$ cat src/rtl/sha1q_pkg.sv
package sha1q_pkg;

    localparam int WORD_W = 32;

    typedef enum logic [1:0] {
        ST_IDLE   = 2'd0,
        ST_ROUND  = 2'd1,
        ST_FINISH = 2'd2
    } sha1q_state_e;

    typedef struct packed {
        logic [WORD_W-1:0] a;
        logic [WORD_W-1:0] b;
        logic [WORD_W-1:0] c;
        logic [WORD_W-1:0] d;
        logic [WORD_W-1:0] e;
    } sha1q_vars_t;

    function automatic logic [WORD_W-1:0] rol5(input logic [WORD_W-1:0] x);
        return {x[WORD_W-6:0], x[WORD_W-1:WORD_W-5]};
    endfunction

    function automatic logic [WORD_W-1:0] rol30(input logic [WORD_W-1:0] x);
        return {x[1:0], x[WORD_W-1:2]};
    endfunction

    function automatic logic [WORD_W-1:0] phase_const(input logic [1:0] sel);
        logic [WORD_W-1:0] k;
        unique case (sel)
            2'd0:    k = 32'h5A827999;
            2'd1:    k = 32'h6ED9EBA1;
            2'd2:    k = 32'h8F1BBCDC;
            default: k = 32'hCA62C1D6;
        endcase
        return k;
    endfunction

endpackage

$ cat src/rtl/sha1q_round.sv
module sha1q_round
    import sha1q_pkg::*;
(
    input  sha1q_vars_t       cur,
    input  logic [WORD_W-1:0] w,
    input  logic [1:0]        sel,
    output sha1q_vars_t       nxt
);

    logic [WORD_W-1:0] fval;

    // Round logic function chosen by phase selector
    always_comb begin
        unique case (sel)
            2'd0:    fval = (cur.b & cur.c) | (~cur.b & cur.d);
            2'd2:    fval = (cur.b & cur.c) | (cur.b & cur.d) | (cur.c & cur.d);
            default: fval = cur.b ^ cur.c ^ cur.d;
        endcase
    end

    // One compression step, modulo 2^32
    always_comb begin
        nxt.a = fval + rol5(cur.a) + w + cur.e + phase_const(sel);
        nxt.b = cur.a;
        nxt.c = rol30(cur.b);
        nxt.d = cur.c;
        nxt.e = cur.d;
    end

endmodule

$ cat src/rtl/sha1q_nexte.sv
module sha1q_nexte
    import sha1q_pkg::*;
#(
    parameter int LANES = 4
) (
    input  logic [WORD_W*LANES-1:0] old_state,
    input  logic [WORD_W*LANES-1:0] msg,
    output logic [WORD_W*LANES-1:0] packed_out
);

    localparam int OPW = WORD_W * LANES;

    logic [WORD_W-1:0] top_sum;

    // Rebuild the folded E and add it to the first message lane
    assign top_sum    = rol30(old_state[OPW-1 -: WORD_W]) + msg[OPW-1 -: WORD_W];
    assign packed_out = {top_sum, msg[OPW-WORD_W-1:0]};

endmodule

$ cat src/rtl/sha1q_ctrl.sv
module sha1q_ctrl
    import sha1q_pkg::*;
#(
    parameter int LANES = 4
) (
    input  logic                     clk,
    input  logic                     rst_n,
    input  logic                     rnd_req,
    input  logic                     nexte_req,
    output logic                     load_rounds,
    output logic                     load_nexte,
    output logic                     step,
    output logic [$clog2(LANES)-1:0] cnt,
    output logic                     busy,
    output logic                     done
);

    localparam int CNT_W = $clog2(LANES);
    localparam logic [CNT_W-1:0] LAST = CNT_W'(LANES - 1);

    sha1q_state_e state_q, state_d;
    logic [CNT_W-1:0] cnt_q;

    // Next-state decode
    always_comb begin
        state_d = state_q;
        unique case (state_q)
            ST_IDLE: begin
                if (rnd_req)        state_d = ST_ROUND;   // rounds win
                else if (nexte_req) state_d = ST_FINISH;
            end
            ST_ROUND: begin
                if (cnt_q == LAST)  state_d = ST_FINISH;
            end
            ST_FINISH:              state_d = ST_IDLE;
            default:                state_d = ST_IDLE;
        endcase
    end

    // State register and round counter
    always_ff @(posedge clk) begin
        if (!rst_n) begin
            state_q <= ST_IDLE;
            cnt_q   <= '0;
        end else begin
            state_q <= state_d;
            if (state_q == ST_ROUND) cnt_q <= cnt_q + 1'b1;
            else                     cnt_q <= '0;
        end
    end

    // Outputs
    always_comb begin
        load_rounds = 1'b0;
        load_nexte  = 1'b0;
        step        = 1'b0;
        busy        = 1'b0;
        done        = 1'b0;
        unique case (state_q)
            ST_IDLE: begin
                load_rounds = rnd_req;
                load_nexte  = nexte_req & ~rnd_req;
            end
            ST_ROUND: begin
                step = 1'b1;
                busy = 1'b1;
            end
            ST_FINISH: done = 1'b1;
            default: ;
        endcase
    end

    assign cnt = cnt_q;

    assert_done_pulse_R7: assert property (@(posedge clk) disable iff (!rst_n)
        done |=> !done);
    assert_busy_done_excl_R7: assert property (@(posedge clk) disable iff (!rst_n)
        !(busy && done));
    assert_busy_end_R7: assert property (@(posedge clk) disable iff (!rst_n)
        $fell(busy) |-> done);
    assert_accept_R7: assert property (@(posedge clk) disable iff (!rst_n)
        (!busy && !done && rnd_req) |=> busy);
    assert_nexte_fast_R8: assert property (@(posedge clk) disable iff (!rst_n)
        (!busy && !done && nexte_req && !rnd_req) |=> (done && !busy));
    assert_ignore_busy_R10: assert property (@(posedge clk) disable iff (!rst_n)
        busy |=> (busy || done));

endmodule

$ cat src/rtl/sha1_quad_round_unit.sv
module sha1_quad_round_unit
    import sha1q_pkg::*;
#(
    parameter int LANES = 4
) (
    input  logic                     clk,
    input  logic                     rst_n,
    input  logic                     rnd_valid,
    input  logic                     nexte_valid,
    input  logic [1:0]               phase_sel,
    input  logic [WORD_W*LANES-1:0]  src_a,
    input  logic [WORD_W*LANES-1:0]  src_b,
    output logic                     busy,
    output logic                     done,
    output logic [WORD_W*LANES-1:0]  result
);

    localparam int OPW   = WORD_W * LANES;
    localparam int CNT_W = $clog2(LANES);

    logic              load_rounds, load_nexte, step;
    logic [CNT_W-1:0]  cnt;
    sha1q_vars_t       vars_q, vars_rnd;
    logic [OPW-1:0]    msg_q;
    logic [1:0]        sel_q;
    logic [WORD_W-1:0] lane [LANES];
    logic [OPW-1:0]    nexte_val;

    sha1q_ctrl #(.LANES(LANES)) u_ctrl (
        .clk         (clk),
        .rst_n       (rst_n),
        .rnd_req     (rnd_valid),
        .nexte_req   (nexte_valid),
        .load_rounds (load_rounds),
        .load_nexte  (load_nexte),
        .step        (step),
        .cnt         (cnt),
        .busy        (busy),
        .done        (done)
    );

    // Split the message operand into lanes, lane 0 at the top
    for (genvar i = 0; i < LANES; i++) begin : g_lane
        assign lane[i] = msg_q[OPW-1-WORD_W*i -: WORD_W];
    end

    sha1q_round u_round (
        .cur (vars_q),
        .w   (lane[cnt]),
        .sel (sel_q),
        .nxt (vars_rnd)
    );

    sha1q_nexte #(.LANES(LANES)) u_nexte (
        .old_state  (src_a),
        .msg        (src_b),
        .packed_out (nexte_val)
    );

    always_ff @(posedge clk) begin
        if (!rst_n) begin
            vars_q <= '0;
            msg_q  <= '0;
            sel_q  <= '0;
        end else if (load_rounds) begin
            vars_q <= {src_a, {WORD_W{1'b0}}};   // E folded into lane 0
            msg_q  <= src_b;
            sel_q  <= phase_sel;
        end else if (load_nexte) begin
            vars_q <= {nexte_val, vars_q.e};
        end else if (step) begin
            vars_q <= vars_rnd;
        end
    end

    assign result = {vars_q.a, vars_q.b, vars_q.c, vars_q.d};

    assert_hold_idle_R7: assert property (@(posedge clk) disable iff (!rst_n)
        (!busy && !load_rounds && !load_nexte) |=> $stable(result));
    assert_sel_frozen_R10: assert property (@(posedge clk) disable iff (!rst_n)
        busy |=> $stable(sel_q));
    assert_msg_frozen_R10: assert property (@(posedge clk) disable iff (!rst_n)
        busy |=> $stable(msg_q));

endmodule

$ cat config.mk
export PLATFORM = sky130hd
export DESIGN_NAME = sha1_quad_round_unit
export DESIGN_NICKNAME = d
export VERILOG_FILES = /design/src/rtl/sha1q_pkg.sv /design/src/rtl/sha1q_round.sv /design/src/rtl/sha1q_nexte.sv /design/src/rtl/sha1q_ctrl.sv /design/src/rtl/sha1_quad_round_unit.sv
export SDC_FILE = /design/constraint.sdc
export NUM_CORES = 1
export LEC_CHECK = 0
export ABC_AREA = 1
export BUFFER_PORTS_ARGS = -buffer_cell sky130_fd_sc_hd__buf_2
export CAP_MARGIN = 20
export CELL_PAD_IN_SITES_DETAIL_PLACEMENT = 1
export CELL_PAD_IN_SITES_GLOBAL_PLACEMENT = 1
export CORE_ASPECT_RATIO = 0.7
export CORE_MARGIN = 2
export CORE_UTILIZATION = 25
export CTS_CLUSTER_DIAMETER = 80
export CTS_CLUSTER_SIZE = 8
export DETAILED_ROUTE_END_ITERATION = 10
export PLACE_DENSITY = 0.54
export SLEW_MARGIN = 20
export SYNTH_ARGS = -nofsm -noshare
export SYNTH_HDL_FRONTEND = slang
export SYNTH_SLANG_ARGS = --single-unit
$ cat constraint.sdc
create_clock -name clk -period 6.39 [get_ports clk]
set_input_delay 0.9585 -clock clk [delete_from_list [all_inputs] [get_ports clk]]
set_output_delay 0.9585 -clock clk [all_outputs]
set_load 0.03 [all_outputs]
==> results.json <==
{
  "status": "finished clean",
  "rsz0062_at_grt": "no",
  "postSynthRegisterBits": 294,
  "post_route_cells_drive_above_1_share_pct": 14.8,
  "clock-sinks": 294,
  "dp_slack_ns": 1.03,
  "timing.final.hold_violations": 0,
  "syn-cell-area_um2": 21900,
  "worst_hold_path_type": "flip-flop to flip-flop",
  "intPower_mw": 5.45,
  "design.die.area_um2": 90100,
  "cts-root-buf": "sky130_fd_sc_hd__clkbuf_16",
  "nNetsFinal": 3829,
  "endpoint": "result[122]$_SDFFE_PN0P_",
  "finish.utilization_pct": 28.9,
  "tightest_slew_ns": 1.05,
  "timing_max_transition_violations_final": 0,
  "setup-violations-final": 0,
  "final_cell_area_um2": 25000,
  "detail_route.vias_per_cell": 4.80,
  "power_frac_clock_pct": 18.5,
  "detailed_place_hpwl_mm": 84.5,
  "synth_area_per_cell_um2": 6.87,
  "synth.area.top_cells": "sky130_fd_sc_hd__dfxtp_1 27%, sky130_fd_sc_hd__fa_1 11%, sky130_fd_sc_hd__nand2_1 11%",
  "post-route-worst-setup-slack_ns": 0.889,
  "post-synth-top-area-cell": "sky130_fd_sc_hd__dfxtp_1",
  "setup_tns_ns": 0,
  "ctsHtreeMaxLevel": 2,
  "post_cts_resized": 0,
  "io_pins": 392,
  "synth.top_cell.area_share_pct": 26.8,
  "p_comb_share_pct": 59.9,
  "first_global_vias": 22000,
  "cap_violations": 0,
  "r2r_end": "result[122]$_SDFFE_PN0P_",
  "track_usage_pct": 23.3,
  "fin_crit_sh_pct": 86.1,
  "crit_path_start_kind": "flip-flop",
  "initial_utilization_pct": 25.4,
  "critical_path_arrival_ns": 5.95,
  "post_cts_buffers": 0,
  "overflow": 0,
  "yosysWarningCount": 0,
  "first_pass_iters": 5,
  "slew_headroom_pct": 29.7,
  "switching_share_pct": 52.4,
  "total_power_after_layout_mw": 11.5,
  "num_vias": 21700,
  "clk-insertion-delay-late_ns": 0.60,
  "cts_hold_buf": 0,
  "post_dp_cell_area_um2": 23900,
  "setup.worst_path.end_class": "flip-flop",
  "dr.first_iter.drc_count": 1379,
  "coreArea_um2": 86500,
  "crit_required_ns": 6.84,
  "synthesis.instances": 3194,
  "ctsLongestPathBuffers": 3,
  "async_reset_ff_share_pct": 0,
  "max-vdd-ir-drop_v": 0.000189,
  "number_of_standard_cell_rows_in_the_floorplan": 90,
  "totalWireLength_mm": 107,
  "yosysSeqAreaShare_pct": 26.8,
  "final_period_minus_worst_setup_slack_ns": 5.50,
  "areaGrowthSynthToFinish_pct": 13.9,
  "reg2regPathDepth": 22,
  "pin_count_of_the_biggest_net_entering_global_routing": 125,
  "timing.fmax_ghz": 0.182,
  "gp_congestion": 0.911,
  "total_nets_after_synthesis": 3652,
  "floorplan.die.height_um": 252,
  "synth_enable_flop_cells": 0,
  "worst_reg2reg_path_startpoint": "sel_q[0]$_SDFFE_PN0P_",
  "grt_pass1_wl_mm": 153,
  "share_of_total_power_in_sequential_cells_pct": 21.6,
  "synth_ff_type": "sky130_fd_sc_hd__dfxtp_1",
  "drcViolationCount": 0,
  "timing.reg2reg.setup_slack_ns": 0.89,
  "powerDensity_nw_per_um2": 459,
  "yosys.cell_types.count": 48,
  "p_leak_nw": 11.5,
  "power.switching_mw": 6.01,
  "worst-setup-path-type": "flip-flop to flip-flop",
  "route.antenna.remaining_nets": 0,
  "worst-path-max-fanout": 19,
  "cts.clk_slew.worst_paths_ns": 0.06,
  "portBuffers": 391,
  "antenna_found_initial": 4,
  "die-width_um": 358,
  "routed_length_per_placed_instance_um": 23.7,
  "clock_skew_ns": 0.0260,
  "cts_tree": "yes",
  "tritoncts.num_buffers": 42,
  "start_point_of_the_critical_path": "sel_q[0]$_SDFFE_PN0P_"
}
[worst max-delay path, cell delays in order (launching register included)]
cell and delay, ns:
sky130_fd_sc_hd__dfxtp_1 0.34, sky130_fd_sc_hd__inv_1 0.15, sky130_fd_sc_hd__ha_1 0.44, sky130_fd_sc_hd__inv_1 0.49
sky130_fd_sc_hd__buf_4 0.36, sky130_fd_sc_hd__o22ai_1 0.18, sky130_fd_sc_hd__nor2_1 0.08, sky130_fd_sc_hd__fa_1 0.39
sky130_fd_sc_hd__fa_1 0.51, sky130_fd_sc_hd__inv_1 0.05, sky130_fd_sc_hd__fa_1 0.44, sky130_fd_sc_hd__ha_1 0.41
sky130_fd_sc_hd__nand2_1 0.12, sky130_fd_sc_hd__nor2_1 0.23, sky130_fd_sc_hd__nand2_1 0.16, sky130_fd_sc_hd__nor3_1 0.22
sky130_fd_sc_hd__nand2_1 0.23, sky130_fd_sc_hd__nand3_1 0.14, sky130_fd_sc_hd__nand2_1 0.06, sky130_fd_sc_hd__nand3_1 0.10
sky130_fd_sc_hd__nand3_1 0.08, sky130_fd_sc_hd__nor2_1 0.10, sky130_fd_sc_hd__nor2_1 0.04
[synthesized netlist by cell type, types with 7 or more instances]
library cell,n
sky130_fd_sc_hd__nand2_1,643
sky130_fd_sc_hd__inv_1,490
sky130_fd_sc_hd__a21oi_1,452
sky130_fd_sc_hd__dfxtp_1,294
sky130_fd_sc_hd__o21ai_0,227
sky130_fd_sc_hd__nor2_1,221
sky130_fd_sc_hd__buf_4,133
sky130_fd_sc_hd__fa_1,121
sky130_fd_sc_hd__nand3_1,114
sky130_fd_sc_hd__o22ai_1,111
sky130_fd_sc_hd__clkbuf_1,79
sky130_fd_sc_hd__ha_1,75
sky130_fd_sc_hd__buf_2,49
sky130_fd_sc_hd__nand4_1,23
sky130_fd_sc_hd__a32o_1,22
sky130_fd_sc_hd__nor3_1,18
sky130_fd_sc_hd__o21bai_1,12
sky130_fd_sc_hd__o221ai_1,12
sky130_fd_sc_hd__buf_6,9
sky130_fd_sc_hd__or2_2,9
sky130_fd_sc_hd__inv_2,7
sky130_fd_sc_hd__nand2_2,7
[how the worst min path moves through the flow]
| stage | startpoint | to | slack (ns) | cells after the start |
|---|---|---|---|---|
| 6_report | vars_q[18]$_SDFFE_PP0P_ | vars_q[18]$_SDFFE_PP0P_ | 0.47 | 2 |
| 5_1_grt | vars_q[18]$_SDFFE_PP0P_ | vars_q[18]$_SDFFE_PP0P_ | 0.49 | 2 |
| 4_1_cts | vars_q[18]$_SDFFE_PP0P_ | vars_q[18]$_SDFFE_PP0P_ | 0.47 | 2 |
| 3_5_place_dp | vars_q[18]$_SDFFE_PP0P_ | vars_q[18]$_SDFFE_PP0P_ | 0.46 | 2 |
| 3_3_place_gp | vars_q[18]$_SDFFE_PP0P_ | vars_q[18]$_SDFFE_PP0P_ | 0.45 | 2 |
| 2_1_floorplan | vars_q[22]$_SDFFE_PP0P_ | vars_q[22]$_SDFFE_PP0P_ | 0.44 | 2 |
[cells in the final DEF, fill, tap and decap left out, types with 5 or more instances in the layout]
master / Yosys / final
sky130_fd_sc_hd__o22ai_1: 111 / 111
sky130_fd_sc_hd__a41oi_1: 6 / 6
sky130_fd_sc_hd__dfxtp_1: 294 / 293
sky130_fd_sc_hd__o21ai_1: 5 / 5
sky130_fd_sc_hd__buf_2: 49 / 390
sky130_fd_sc_hd__fa_1: 121 / 121
sky130_fd_sc_hd__o221ai_1: 12 / 12
sky130_fd_sc_hd__nand4_1: 23 / 23
sky130_fd_sc_hd__nor2_4: 5 / 5
sky130_fd_sc_hd__xor2_1: 5 / 5
sky130_fd_sc_hd__a32o_1: 22 / 22
sky130_fd_sc_hd__o2111ai_1: 5 / 5
sky130_fd_sc_hd__buf_4: 133 / 17
sky130_fd_sc_hd__clkbuf_16: 0 / 43
sky130_fd_sc_hd__nand3_1: 114 / 114
sky130_fd_sc_hd__inv_1: 490 / 489
sky130_fd_sc_hd__or2_2: 9 / 9
sky130_fd_sc_hd__nand2_1: 643 / 642
sky130_fd_sc_hd__a21oi_1: 452 / 452
sky130_fd_sc_hd__ha_1: 75 / 75
sky130_fd_sc_hd__nor2_1: 221 / 221
sky130_fd_sc_hd__nor3_1: 18 / 18
sky130_fd_sc_hd__o21ai_0: 227 / 227
sky130_fd_sc_hd__nand2_2: 7 / 8
sky130_fd_sc_hd__nand3b_1: 5 / 5
sky130_fd_sc_hd__o21bai_1: 12 / 12
[routing by layer]
layer  up-vias  track usage (%)  share of wire (%)  wire length [µm]
met3        85             3.72                5.1              5510
met2       499             38.0                 46             49500
met1     10600             32.6                 47             50400
li1      10600                -                  -                 -
met4         0             4.00                1.5              1610
met5         -                0                  0                 0
[flip-flops by register name, summed over array words and instances, names as in the netlist]
register / flops
lane: 128
result: 128
u_ctrl.cnt: 2
vars_q: 32
u_ctrl.state_q: 2
sel_q: 2
[layout make-up]
| class | instances | area (µm²) |
|---|---|---|
| Timing Repair Buffer | 410 | 2140 |
| Clock inverter | 2 | 32.5 |
| Tap cell | 1150 | 1440 |
| Antenna cell | 1 | 2.50 |
| Sequential cell | 294 | 5890 |
| Multi-Input combinational cell | 2126 | 12500 |
| Inverter | 497 | 1880 |
| Clock buffer | 44 | 1090 |
| Fill cell | 11000 | 61500 |
[metrics by stage]
step | cells | hold slack (ns)
finish | 4524 | 0.469
global route | 4524 | 0.490
CTS | 4523 | 0.468
detailed placement | 4477 | 0.460
global placement | 4477 | 0.453
floorplan | 3194 | 0.440
[kinds of logic after synthesis]
group                      share of synthesized area (%)
DFF                                                 26.8
AOI/OAI and AO/OA                                   21.5
adders and majority gates                           15.3
and+or+nand+nor                                     19.9
xor gates and xnor gates                           0.280
buffers and inverters                               16.2
[power groups by stage]
stage	logic, mW	registers [mW]	clock network, mW
6_report	6.87	2.47	2.12
5_1_grt	7.68	2.51	2.25
4_1_cts	6.87	2.48	2.18
3_5_place_dp	6.82	2.51	0
3_3_place_gp	6.82	2.52	0
2_1_floorplan	4.83	2.29	0
Note: power is estimated with default switching activity, not from simulation.
